$ cat src/rtl/prog_cpu_pkg.sv
package prog_cpu_pkg;

  typedef enum logic [3:0] {
    ST_INIT   = 4'd0,
    ST_FETCH  = 4'd1,
    ST_DECODE = 4'd2,
    ST_LOAD   = 4'd3,
    ST_STORE  = 4'd4,
    ST_ADD    = 4'd5,
    ST_LDC    = 4'd6,
    ST_SUB    = 4'd7,
    ST_JZ     = 4'd8,
    ST_JZ_GO  = 4'd9
  } state_e;

  localparam logic [3:0] OP_LOAD  = 4'b0000;
  localparam logic [3:0] OP_STORE = 4'b0001;
  localparam logic [3:0] OP_ADD   = 4'b0010;
  localparam logic [3:0] OP_LDC   = 4'b0011;
  localparam logic [3:0] OP_SUB   = 4'b0100;
  localparam logic [3:0] OP_JZ    = 4'b0101;

  typedef enum logic [1:0] {
    WSEL_ALU = 2'b00,
    WSEL_MEM = 2'b01,
    WSEL_IMM = 2'b10
  } wsel_e;

  typedef enum logic [1:0] {
    ALU_PASS = 2'b00,
    ALU_ADD  = 2'b01,
    ALU_SUB  = 2'b10
  } alu_op_e;

endpackage

$ cat src/rtl/prog_cpu_regfile.sv
module prog_cpu_regfile #(
  parameter int W    = 16,
  parameter int NREG = 16,
  localparam int AW  = $clog2(NREG)
) (
  input  logic          clk_i,
  input  logic          rst_ni,
  input  logic          we_i,
  input  logic [AW-1:0] waddr_i,
  input  logic [W-1:0]  wdata_i,
  input  logic [AW-1:0] p_addr_i,
  output logic [W-1:0]  p_data_o,
  input  logic [AW-1:0] q_addr_i,
  output logic [W-1:0]  q_data_o
);
  logic [W-1:0] regs [NREG];

  for (genvar g = 0; g < NREG; g++) begin : g_reg
    always_ff @(posedge clk_i or negedge rst_ni) begin
      if (!rst_ni)                                  regs[g] <= '0;
      else if (we_i && (waddr_i == AW'(unsigned'(g)))) regs[g] <= wdata_i;
    end
  end

  assign p_data_o = regs[p_addr_i];
  assign q_data_o = regs[q_addr_i];
endmodule

$ cat src/rtl/prog_cpu_alu.sv
module prog_cpu_alu
  import prog_cpu_pkg::*;
#(
  parameter int W = 16
) (
  input  alu_op_e      op_i,
  input  logic [W-1:0] a_i,
  input  logic [W-1:0] b_i,
  output logic [W-1:0] y_o
);
  always_comb begin
    unique case (op_i)
      ALU_ADD: y_o = a_i + b_i;
      ALU_SUB: y_o = a_i - b_i;
      default: y_o = a_i;
    endcase
  end
endmodule

$ cat src/rtl/prog_cpu_ctrl.sv
module prog_cpu_ctrl
  import prog_cpu_pkg::*;
(
  input  logic       clk_i,
  input  logic       rst_ni,
  input  logic [3:0] op_i,
  input  logic       rp_zero_i,
  output state_e     state_o,
  output logic       pc_clr_o,
  output logic       pc_inc_o,
  output logic       pc_ld_o,
  output logic       ir_ld_o,
  output logic       imem_rd_o,
  output logic       dmem_rd_o,
  output logic       dmem_wr_o,
  output logic       rf_we_o,
  output wsel_e      wsel_o,
  output alu_op_e    alu_op_o,
  output logic       rp_sel_rb_o
);
  state_e state_q, state_d;

  always_ff @(posedge clk_i or negedge rst_ni) begin
    if (!rst_ni) state_q <= ST_INIT;
    else         state_q <= state_d;
  end

  always_comb begin
    state_d     = state_q;
    pc_clr_o    = 1'b0;
    pc_inc_o    = 1'b0;
    pc_ld_o     = 1'b0;
    ir_ld_o     = 1'b0;
    imem_rd_o   = 1'b0;
    dmem_rd_o   = 1'b0;
    dmem_wr_o   = 1'b0;
    rf_we_o     = 1'b0;
    wsel_o      = WSEL_ALU;
    alu_op_o    = ALU_PASS;
    rp_sel_rb_o = 1'b0;
    unique case (state_q)
      ST_INIT: begin
        pc_clr_o = 1'b1;
        state_d  = ST_FETCH;
      end
      ST_FETCH: begin
        imem_rd_o = 1'b1;
        ir_ld_o   = 1'b1;
        pc_inc_o  = 1'b1;
        state_d   = ST_DECODE;
      end
      ST_DECODE: begin
        unique case (op_i)
          OP_LOAD:  state_d = ST_LOAD;
          OP_STORE: state_d = ST_STORE;
          OP_ADD:   state_d = ST_ADD;
          OP_LDC:   state_d = ST_LDC;
          OP_SUB:   state_d = ST_SUB;
          OP_JZ:    state_d = ST_JZ;
          default:  state_d = ST_FETCH;  // undefined opcode: no-op
        endcase
      end
      ST_LOAD: begin
        dmem_rd_o = 1'b1;
        rf_we_o   = 1'b1;
        wsel_o    = WSEL_MEM;
        state_d   = ST_FETCH;
      end
      ST_STORE: begin
        dmem_wr_o = 1'b1;
        state_d   = ST_FETCH;
      end
      ST_ADD: begin
        rp_sel_rb_o = 1'b1;
        alu_op_o    = ALU_ADD;
        rf_we_o     = 1'b1;
        state_d     = ST_FETCH;
      end
      ST_LDC: begin
        wsel_o  = WSEL_IMM;
        rf_we_o = 1'b1;
        state_d = ST_FETCH;
      end
      ST_SUB: begin
        rp_sel_rb_o = 1'b1;
        alu_op_o    = ALU_SUB;
        rf_we_o     = 1'b1;
        state_d     = ST_FETCH;
      end
      ST_JZ:    state_d = rp_zero_i ? ST_JZ_GO : ST_FETCH;
      ST_JZ_GO: begin
        pc_ld_o = 1'b1;
        state_d = ST_FETCH;
      end
      default:  state_d = ST_INIT;
    endcase
  end

  assign state_o = state_q;
endmodule

$ cat src/rtl/prog_cpu.sv
module prog_cpu
  import prog_cpu_pkg::*;
#(
  parameter int DW    = 16,
  parameter int DM_AW = 8,
  parameter int NREG  = 16
) (
  input  logic             clk_i,
  input  logic             rst_ni,
  output logic [DW-1:0]    imem_addr_o,
  output logic             imem_rd_o,
  input  logic [DW-1:0]    imem_data_i,
  output logic [DM_AW-1:0] dmem_addr_o,
  output logic             dmem_rd_o,
  output logic             dmem_wr_o,
  output logic [DW-1:0]    dmem_wdata_o,
  input  logic [DW-1:0]    dmem_rdata_i,
  output logic [3:0]       state_o
);
  localparam int RAW = $clog2(NREG);
  localparam int IMW = 8;

  logic [DW-1:0] pc_q, ir_q;
  logic          pc_clr, pc_inc, pc_ld, ir_ld, rf_we, rp_sel_rb;
  wsel_e         wsel;
  alu_op_e       alu_op;
  state_e        state;

  logic [RAW-1:0] f_ra, f_rb, f_rc, rp_addr;
  logic [IMW-1:0] f_imm;
  logic [DW-1:0]  rp_data, rq_data, alu_y, wdata, jump_tgt;
  logic           rp_zero;

  assign f_ra  = ir_q[8 +: RAW];
  assign f_rb  = ir_q[4 +: RAW];
  assign f_rc  = ir_q[0 +: RAW];
  assign f_imm = ir_q[IMW-1:0];

  prog_cpu_ctrl u_ctrl (
    .clk_i      (clk_i),
    .rst_ni     (rst_ni),
    .op_i       (ir_q[DW-1 -: 4]),
    .rp_zero_i  (rp_zero),
    .state_o    (state),
    .pc_clr_o   (pc_clr),
    .pc_inc_o   (pc_inc),
    .pc_ld_o    (pc_ld),
    .ir_ld_o    (ir_ld),
    .imem_rd_o  (imem_rd_o),
    .dmem_rd_o  (dmem_rd_o),
    .dmem_wr_o  (dmem_wr_o),
    .rf_we_o    (rf_we),
    .wsel_o     (wsel),
    .alu_op_o   (alu_op),
    .rp_sel_rb_o(rp_sel_rb)
  );

  assign rp_addr = rp_sel_rb ? f_rb : f_ra;

  prog_cpu_regfile #(.W(DW), .NREG(NREG)) u_rf (
    .clk_i   (clk_i),
    .rst_ni  (rst_ni),
    .we_i    (rf_we),
    .waddr_i (f_ra),
    .wdata_i (wdata),
    .p_addr_i(rp_addr),
    .p_data_o(rp_data),
    .q_addr_i(f_rc),
    .q_data_o(rq_data)
  );

  prog_cpu_alu #(.W(DW)) u_alu (
    .op_i(alu_op),
    .a_i (rp_data),
    .b_i (rq_data),
    .y_o (alu_y)
  );

  always_comb begin
    unique case (wsel)
      WSEL_MEM: wdata = dmem_rdata_i;
      WSEL_IMM: wdata = DW'(f_imm);
      default:  wdata = alu_y;
    endcase
  end

  assign rp_zero = ~|rp_data;
  // PC already points past the jump; the -1 lands the offset on the jump itself
  assign jump_tgt = pc_q + {{(DW-IMW){f_imm[IMW-1]}}, f_imm} - DW'(1);

  always_ff @(posedge clk_i or negedge rst_ni) begin
    if (!rst_ni) begin
      pc_q <= '0;
      ir_q <= '0;
    end else begin
      if (pc_clr)      pc_q <= '0;
      else if (pc_ld)  pc_q <= jump_tgt;
      else if (pc_inc) pc_q <= pc_q + DW'(1);
      if (ir_ld)       ir_q <= imem_data_i;
    end
  end

  assign imem_addr_o  = pc_q;
  assign dmem_addr_o  = ir_q[DM_AW-1:0];
  assign dmem_wdata_o = rp_data;
  assign state_o      = state;
endmodule

$ cat config.mk
export PLATFORM = sky130hd
export DESIGN_NAME = prog_cpu
export DESIGN_NICKNAME = d
export VERILOG_FILES = /design/src/rtl/prog_cpu_pkg.sv /design/src/rtl/prog_cpu_regfile.sv /design/src/rtl/prog_cpu_alu.sv /design/src/rtl/prog_cpu_ctrl.sv /design/src/rtl/prog_cpu.sv
export SDC_FILE = /design/constraint.sdc
export NUM_CORES = 1
export LEC_CHECK = 0
export ABC_AREA = 1
export BUFFER_PORTS_ARGS = -buffer_cell sky130_fd_sc_hd__buf_2
export CORE_MARGIN = 4
export CORE_UTILIZATION = 35
export DETAILED_ROUTE_END_ITERATION = 10
export RECOVER_POWER = 25
export SYNTH_ARGS = -nofsm -noshare
export SYNTH_HDL_FRONTEND = slang
export SYNTH_HIERARCHICAL = 1
export SYNTH_SLANG_ARGS = --single-unit
$ cat constraint.sdc
create_clock -name clk_i -period 4.65 [get_ports clk_i]
set_input_delay 0.6975 -clock clk_i [delete_from_list [all_inputs] [get_ports clk_i]]
set_output_delay 0.6975 -clock clk_i [all_outputs]
set_load 0.02 [all_outputs]
Word level (Yosys, flattened, before mapping)
Cells that the tools add are included.
{ "totals": {"output_inout_bits": 47, "inputBits": 34, "reg_bits": 292} }
{ "op_classes": {"n_bitwise": 2, "eq_ne": 33, "magnitude_cmp": 2, "add_sub_neg": 5, "n_mux": 24, "n_reduce_logical": 24} }
{ "ops": {"columns": ["cell", "count"], "rows": [
  ["binary-select mux 16 bit (select 4 bit)", 2],
  ["two-way mux 16 bit", 7],
  ["case mux 16 bit (2 select lines)", 2],
  ["equality test 4 x 3 -> 1 bit (second input constant)", 10],
  ["equality test 4 bit (second input constant)", 10],
  ["adder 16 bit", 2],
  ["equality test 4 x 2 -> 1 bit (second input constant)", 6],
  ["case mux 4 bit (6 select lines)", 1],
  ["adder 16 x 1 -> 16 bit (second input constant)", 1],
  ["logical AND 1 bit", 16],
  ["case mux 4 bit (4 select lines)", 1],
  ["OR reduction 16 bit", 1],
  ["subtractor 16 x 1 -> 16 bit (second input constant)", 1],
  ["subtractor 16 bit", 1],
  ["equality test 4 x 1 -> 1 bit (second input constant)", 3],
  ["zero test 4 bit", 3],
  ["greater-or-equal comparator 5 bit (second input constant)", 2],
  ["NOT 4 -> 5 bit", 2],
  ["two-way mux 4 bit", 2],
  ["case mux 2 bit (2 select lines)", 2],
  ["two-way mux 1 bit", 7],
  ["OR reduction 7 bit", 1],
  ["equality test 2 x 1 -> 1 bit (second input constant)", 2],
  ["equality test 2 bit (second input constant)", 2],
  ["3 further kinds", 3]
]} }

Longest topological paths before layout
{ "depth": {"word_depth": 11, "ltp_mapped": 36} }

Cells and area by module
The synthesis kept the hierarchy.
{ "modules_own_cells": {"columns": ["module", "seq_area_each_um2", "area_per_inst_um2", "cells_each", "instances"], "rows": [
  ["prog_cpu_regfile", 6406.1, 14863.0, 2239, 1],
  ["prog_cpu", 800.8, 3369.5, 552, 1],
  ["prog_cpu_alu", 0.0, 1417.6, 271, 1],
  ["prog_cpu_ctrl", 100.1, 379.1, 59, 1]
]} }

Worst setup path after synthesis
No wires, ideal clock.
{ "synth_timing": {"path_type": "reg-to-reg", "from": "register u_ctrl.state_q[2] (netlist: u_ctrl/state_o[2])", "to": "register u_rf/regs[120] (netlist bit)", "arrival_time_ns": 3.963, "t_required_ns": 4.517, "n_path_buf": 3, "setup_time_ns": 0.133, "path_slack_ns": 0.554, "synth_period_minus_slack_ns": 4.096, "path_stages_with_launch": 32, "cell_sequence": "dfrtp_1 > inv_2 > nor2_4 > inv_1 > nor2_1 > o21ai_0 > inv_1 > buf_2 > buf_2 > nand2_1 > nand3_1 > nand3_1 > nand3_1 > nand2_1 > inv_1 > ha_1 > inv_1 > fa_1 > nand3_1 > nand2_2 > nand2_2 > nand2_2 > nand2_1 > nand2_1 > or2_1 > nand3_1 > nand2_1 > nand2_1 > nand2_1 > inv_1 > clkbuf_1 > o21ai_0"} }
{ "synth_between": {"elab_chain_len": 11, "word_cells_on_any_way": 24, "classes_between": "add/sub: 2; eq/ne: 8; mux: 10; bitwise: 1; reduce/logical: 3"} }
{ "synth_rtl": {"columns": ["item", "line", "source"], "rows": [
  ["from (decl)", "prog_cpu_ctrl.sv:21", "state_e state_q, state_d;"],
  ["from (signal assigned)", "prog_cpu_ctrl.sv:25", "else state_q <= state_d;"],
  ["equality test 4 x 3 -> 1 bit", "prog_cpu_ctrl.sv:41", "unique case (state_q)"],
  ["OR reduction 2 bit (no source line) *", null, null],
  ["two-way mux 1 bit *", "prog_cpu_ctrl.sv:41", null],
  ["net rp_sel_rb", "prog_cpu.sv:24", "logic pc_clr, pc_inc, pc_ld, ir_ld, rf_we, rp_sel_rb;"],
  ["two-way mux 4 bit *", "prog_cpu.sv:58", "assign rp_addr = rp_sel_rb ? f_rb : f_ra;"],
  ["net rp_addr[0]", "prog_cpu.sv:29", "logic [RAW-1:0] f_ra, f_rb, f_rc, rp_addr;"],
  ["NOT 4 -> 5 bit (not written as such) *", "prog_cpu_regfile.sv:25", "assign p_data_o = regs[p_addr_i];"],
  ["binary-select mux 16 bit (select 4 bit) *", "prog_cpu_regfile.sv:25", null],
  ["two-way mux 16 bit (not written as such) * (2 in a row)", "prog_cpu_regfile.sv:25", null],
  ["net dmem_wdata_o[0]", "prog_cpu.sv:16", "output logic [DW-1:0] dmem_wdata_o,"],
  ["subtractor 16 bit / adder 16 bit (equally long branches)", "prog_cpu_alu.sv:14, prog_cpu_alu.sv:13", null],
  ["case mux 16 bit (2 select lines) *", "prog_cpu_alu.sv:12", "unique case (op_i)"],
  ["net alu_y[8]", "prog_cpu.sv:31", "logic [DW-1:0] rp_data, rq_data, alu_y, wdata, jump_tgt;"],
  ["case mux 16 bit (2 select lines) *", "prog_cpu.sv:80", "unique case (wsel)"],
  ["net wdata[8]", "prog_cpu.sv:31", null],
  ["to (signal, indexed assignment)", "prog_cpu_regfile.sv:21", "else if (we_i && (waddr_i == AW'(unsigned'(g)))) regs[g] <= wdata_i;"],
  ["to (decl)", "prog_cpu_regfile.sv:16", "logic [W-1:0] regs [NREG];"]
]} }
Mark *: on every way through the listed nets, which the timed path passes. The rest lies on a longest branch. The select of a mux whose other input is x is not followed.
A chain may end at the register's enable or synchronous reset.

Worst setup path after layout
{ "layout_timing": {"from": "register u_ctrl.state_q[3] (netlist: u_ctrl/state_o[3])", "to": "register u_rf/regs[237] (netlist bit)"} }
{ "layout_between": {"elab_chain_len": 11, "word_cells_on_any_way": 24, "classes_between": "add/sub: 2; eq/ne: 8; mux: 10; bitwise: 1; reduce/logical: 3"} }
{ "layout_rtl": {"columns": ["item", "line"], "rows": [
  ["equality test 4 x 3 -> 1 bit", "prog_cpu_ctrl.sv:41"],
  ["OR reduction 2 bit (no source line) *", null],
  ["two-way mux 1 bit *", "prog_cpu_ctrl.sv:41"],
  ["net rp_sel_rb", "prog_cpu.sv:24"],
  ["two-way mux 4 bit *", "prog_cpu.sv:58"],
  ["net rp_addr[0]", "prog_cpu.sv:29"],
  ["NOT 4 -> 5 bit (not written as such) *", "prog_cpu_regfile.sv:25"],
  ["binary-select mux 16 bit (select 4 bit) *", "prog_cpu_regfile.sv:25"],
  ["two-way mux 16 bit (not written as such) * (2 in a row)", "prog_cpu_regfile.sv:25"],
  ["subtractor 16 bit / adder 16 bit (equally long branches)", "prog_cpu_alu.sv:14, prog_cpu_alu.sv:13"],
  ["case mux 16 bit (2 select lines) *", "prog_cpu_alu.sv:12"],
  ["net alu_y[13]", "prog_cpu.sv:31"],
  ["case mux 16 bit (2 select lines) *", "prog_cpu.sv:80"],
  ["net wdata[13]", "prog_cpu.sv:31"]
]} }
Marks and branches as above.

==> results.md <==
- IO Pins: 81
- Synth area leader: dfrtp_1
- Synthesized net count: 3206
- Hold Path Sink: ir_q[6]
- Depth of the worst register-to-register path: 28
- CP Launch Type: flip-flop
- DP Wirelength: 46.00 mm
- Violated checks: capacitance limit, slew limit
- Yosys top cell area share: 36.48%
- Mapped Cells: 3121
- TritonRoute pass-1 iters: 6
- Drt initial violations: 1865
- Clock sink total: 292
- Core footprint: 0.05650 sq mm
- Worst Hold Class: in2reg
- Buffers on Ports: 80
- RSZ-0062 raised after global routing: true
- Avg Inst Size Synth: 6.418 sq um
- Most common cell after layout, fill and taps aside: nand2_1
- Die area: 0.06112 sq mm
- Clock Skews: 24.75 ps
- Crit end category: flip-flop
- CTS Buf Count: 35
- Largest stage delay on the critical path: 440 ps
- Most used cell, CP: nand2_1
- Synth Flop Type: dfrtp_1
- Sequential share of the synthesized area: 36.48%
- Detailed-route vias per instance: 5.148
- Post-layout min period: 4339 ps
- HP Start: imem_data_i[6]
- Cts-stage hold buffer count: 0
- Reg-to-Reg End: u_rf/regs[237]
- Largest net degree at the start of global routing: 100
- F_max: 230.5 MHz
- Final Cycle Share: 93.31%
- Remaining Overflow, GRT: 0
- Initial core utilization: 35.45%
- Max-slew violation count: 96
- Initial antenna violation count: 0
- Routed wire per std cell: 17.66 um
- CTS clk-pin slew, worst paths: 60 ps
- NumNets Final: 3239
- Status: complete, but fails checks
- CTS max path bufs: 3
- Post-Syn Area: 0.02003 sq mm
- Crit path buf inv count: 8
- Post-Place Worst Slack: 1.217 ps
- Clk_lat worst skew: 570 ps
- Synth async-reset ratio: 100.0%
- FF-to-FF Start: u_ctrl/state_o[3]
- Yosys cell types: 45
- DRC: 0
- Share of cells above drive strength 1: 10.22%
- # H-tree levels: 2
- Top delay family on crit path: simple AND/OR/NAND/NOR gates
- Setup ws final: 311.2 ps
- Final Setup Violations: 0
- Placed cell area: 0.02144 sq mm
- DR vias: 20.26k
- Die X: 247.2 um
- Post-route ant nets: 0
- Ant diodes: 0
- Yosys reg bits: 292
- Gpl congestion: 0.8927
- CTS root buf: clkbuf_16
- Post-route cell area: 0.02314 sq mm
- Arr. time, crit path: 4820 ps
- Post-synth EDFFs: 0
- Max-cap violations: 1
- Area growth syn-to-layout: 15.55%
- Critical path's slowest cell: dfrtp_1
- CP Max Fanout: 31
- Die H: 247.2 um
- Row count: 87
- CTS tree: done
- WS Path Type: reg2reg
- Fillers: 6001
- Vias in the first global route: 18.89k
- GRT Resource Usage Total: 22.05%
- Top cells by area, synth: dfrtp_1 36%, nand2_1 20%, nand3_1 13%
- Hold depth: 3
- WP data required: 5130 ps
- Final hold violations: 0
- First-pass GRT wire length: 107.3 mm
- Rel. slew slack: -67.21%
- Routed wire length: 69.48 mm
- Reg2reg setup slack: 310 ps
- Worst slew pin tran: 2508 ps
- Synth warn: 6
- Most frequent cells in the layout: 1081 x nand2_1, 522 x nand3_1, 433 x inv_1, 288 x dfrtp_1, 285 x o21ai_0
flip-flops by register name, summed over array words and instances, names as in the netlist:
| register | cells |
|---|---|
| u_rf/regs | 256 |
| imem_addr_o | 16 |
| ir_q | 16 |
| u_ctrl/state_o | 4 |
per-layer routing:
layer  vias up  GRT usage (%)  routed length [um]  part of all wire, %
met1      9524          30.72               30850                   44
met2       730          35.20               31250                   45
met4         0          7.583                2450                  3.5
met5         -              0                   0                    0
met3       127          3.080                4929                  7.1
li1       9875              -                   -                    -
worst max-delay path by stage:
stage                            from             end  slack (ps)  cells after the start
floorplan           u_ctrl/state_o[2]  u_rf/regs[120]         550                     31
global placement              ir_q[0]  u_rf/regs[143]          30                     30
detailed placement            ir_q[0]  u_rf/regs[159]           1                     30
CTS                           ir_q[0]  u_rf/regs[159]          30                     31
global route                  ir_q[0]  u_rf/regs[239]         -80                     33
finish              u_ctrl/state_o[3]  u_rf/regs[237]         310                     28
cells in the mapped netlist (3+ instances only):
library cell,n
or2_1,5
o22ai_1,4
nand3b_1,3
o21ai_0,297
nand4_1,11
o21ai_2,4
dfrtp_1,292
nor2_1,81
inv_2,6
xnor2_1,7
or2_2,6
xor2_1,10
nor3_1,3
buf_4,12
nand3_1,523
nand2_1,1088
buf_2,81
nor2_2,3
inv_1,439
clkbuf_1,85
ha_1,49
a21oi_1,50
nand2_2,9
mux2_2,4
nor4_1,4
buf_1,16
logic make-up after synthesis:
logic type	Yosys count	synth area share, %
DFF	292	36.48
muxes	4	0.2249
buffers and inverters	643	12.89
AOI/OAI and AO/OA	368	9.502
adders and majority gates	51	3.261
and+or+nand+nor	1746	36.89
xor gates and xnor gates	17	0.7434
area by class of cell:
type / count / area (sq um) / area share (%)
clock buffers: 46 / 967.2 / 4.179
clock inverters: 16 / 250.2 / 1.081
inverters: 447 / 1734 / 7.493
multi-input cells: 2186 / 10260 / 44.32
flip-flops and latches: 292 / 7317 / 31.62
well taps: 756 / 945.9 / 4.087
repair buffers: 189 / 1643 / 7.098
repair inverters: 3 / 28.78 / 0.1243
stage by stage:
| step | TNS [ps] | cells | utilization, % | hold WS, ps |
|---|---|---|---|---|
| after detailed placement | 0 | 3848 | 37.95 | 472.3 |
| after global placement | 0 | 3848 | 37.95 | 465.5 |
| after CTS | 0 | 3910 | 40.11 | 201.6 |
| after floorplan | 0 | 3121 | - | 401.9 |
| after global routing | -423.1 | 3935 | 40.97 | 357.5 |
| final | 0 | 3935 | 40.97 | 353.4 |
worst register-to-register path: cells and delay by family, from the launching register on:
family | cells | cell delay (ps)
AND/OR/NAND/NOR | 15 | 1620
adder cells (fa/ha/maj) | 1 | 300
AO/OA/AOI/OAI | 4 | 780
buffers and inverters | 8 | 1120
flip-flops | 1 | 440
what timing repair did:
item,CTS,global route
buffers inserted,0,15
resized for setup,1,52
endpoints found under the setup margin,2,96
cloned,0,10
Power is not shown: default switching activity piles up to over one toggle a cycle in this logic, so the estimate is an artifact.
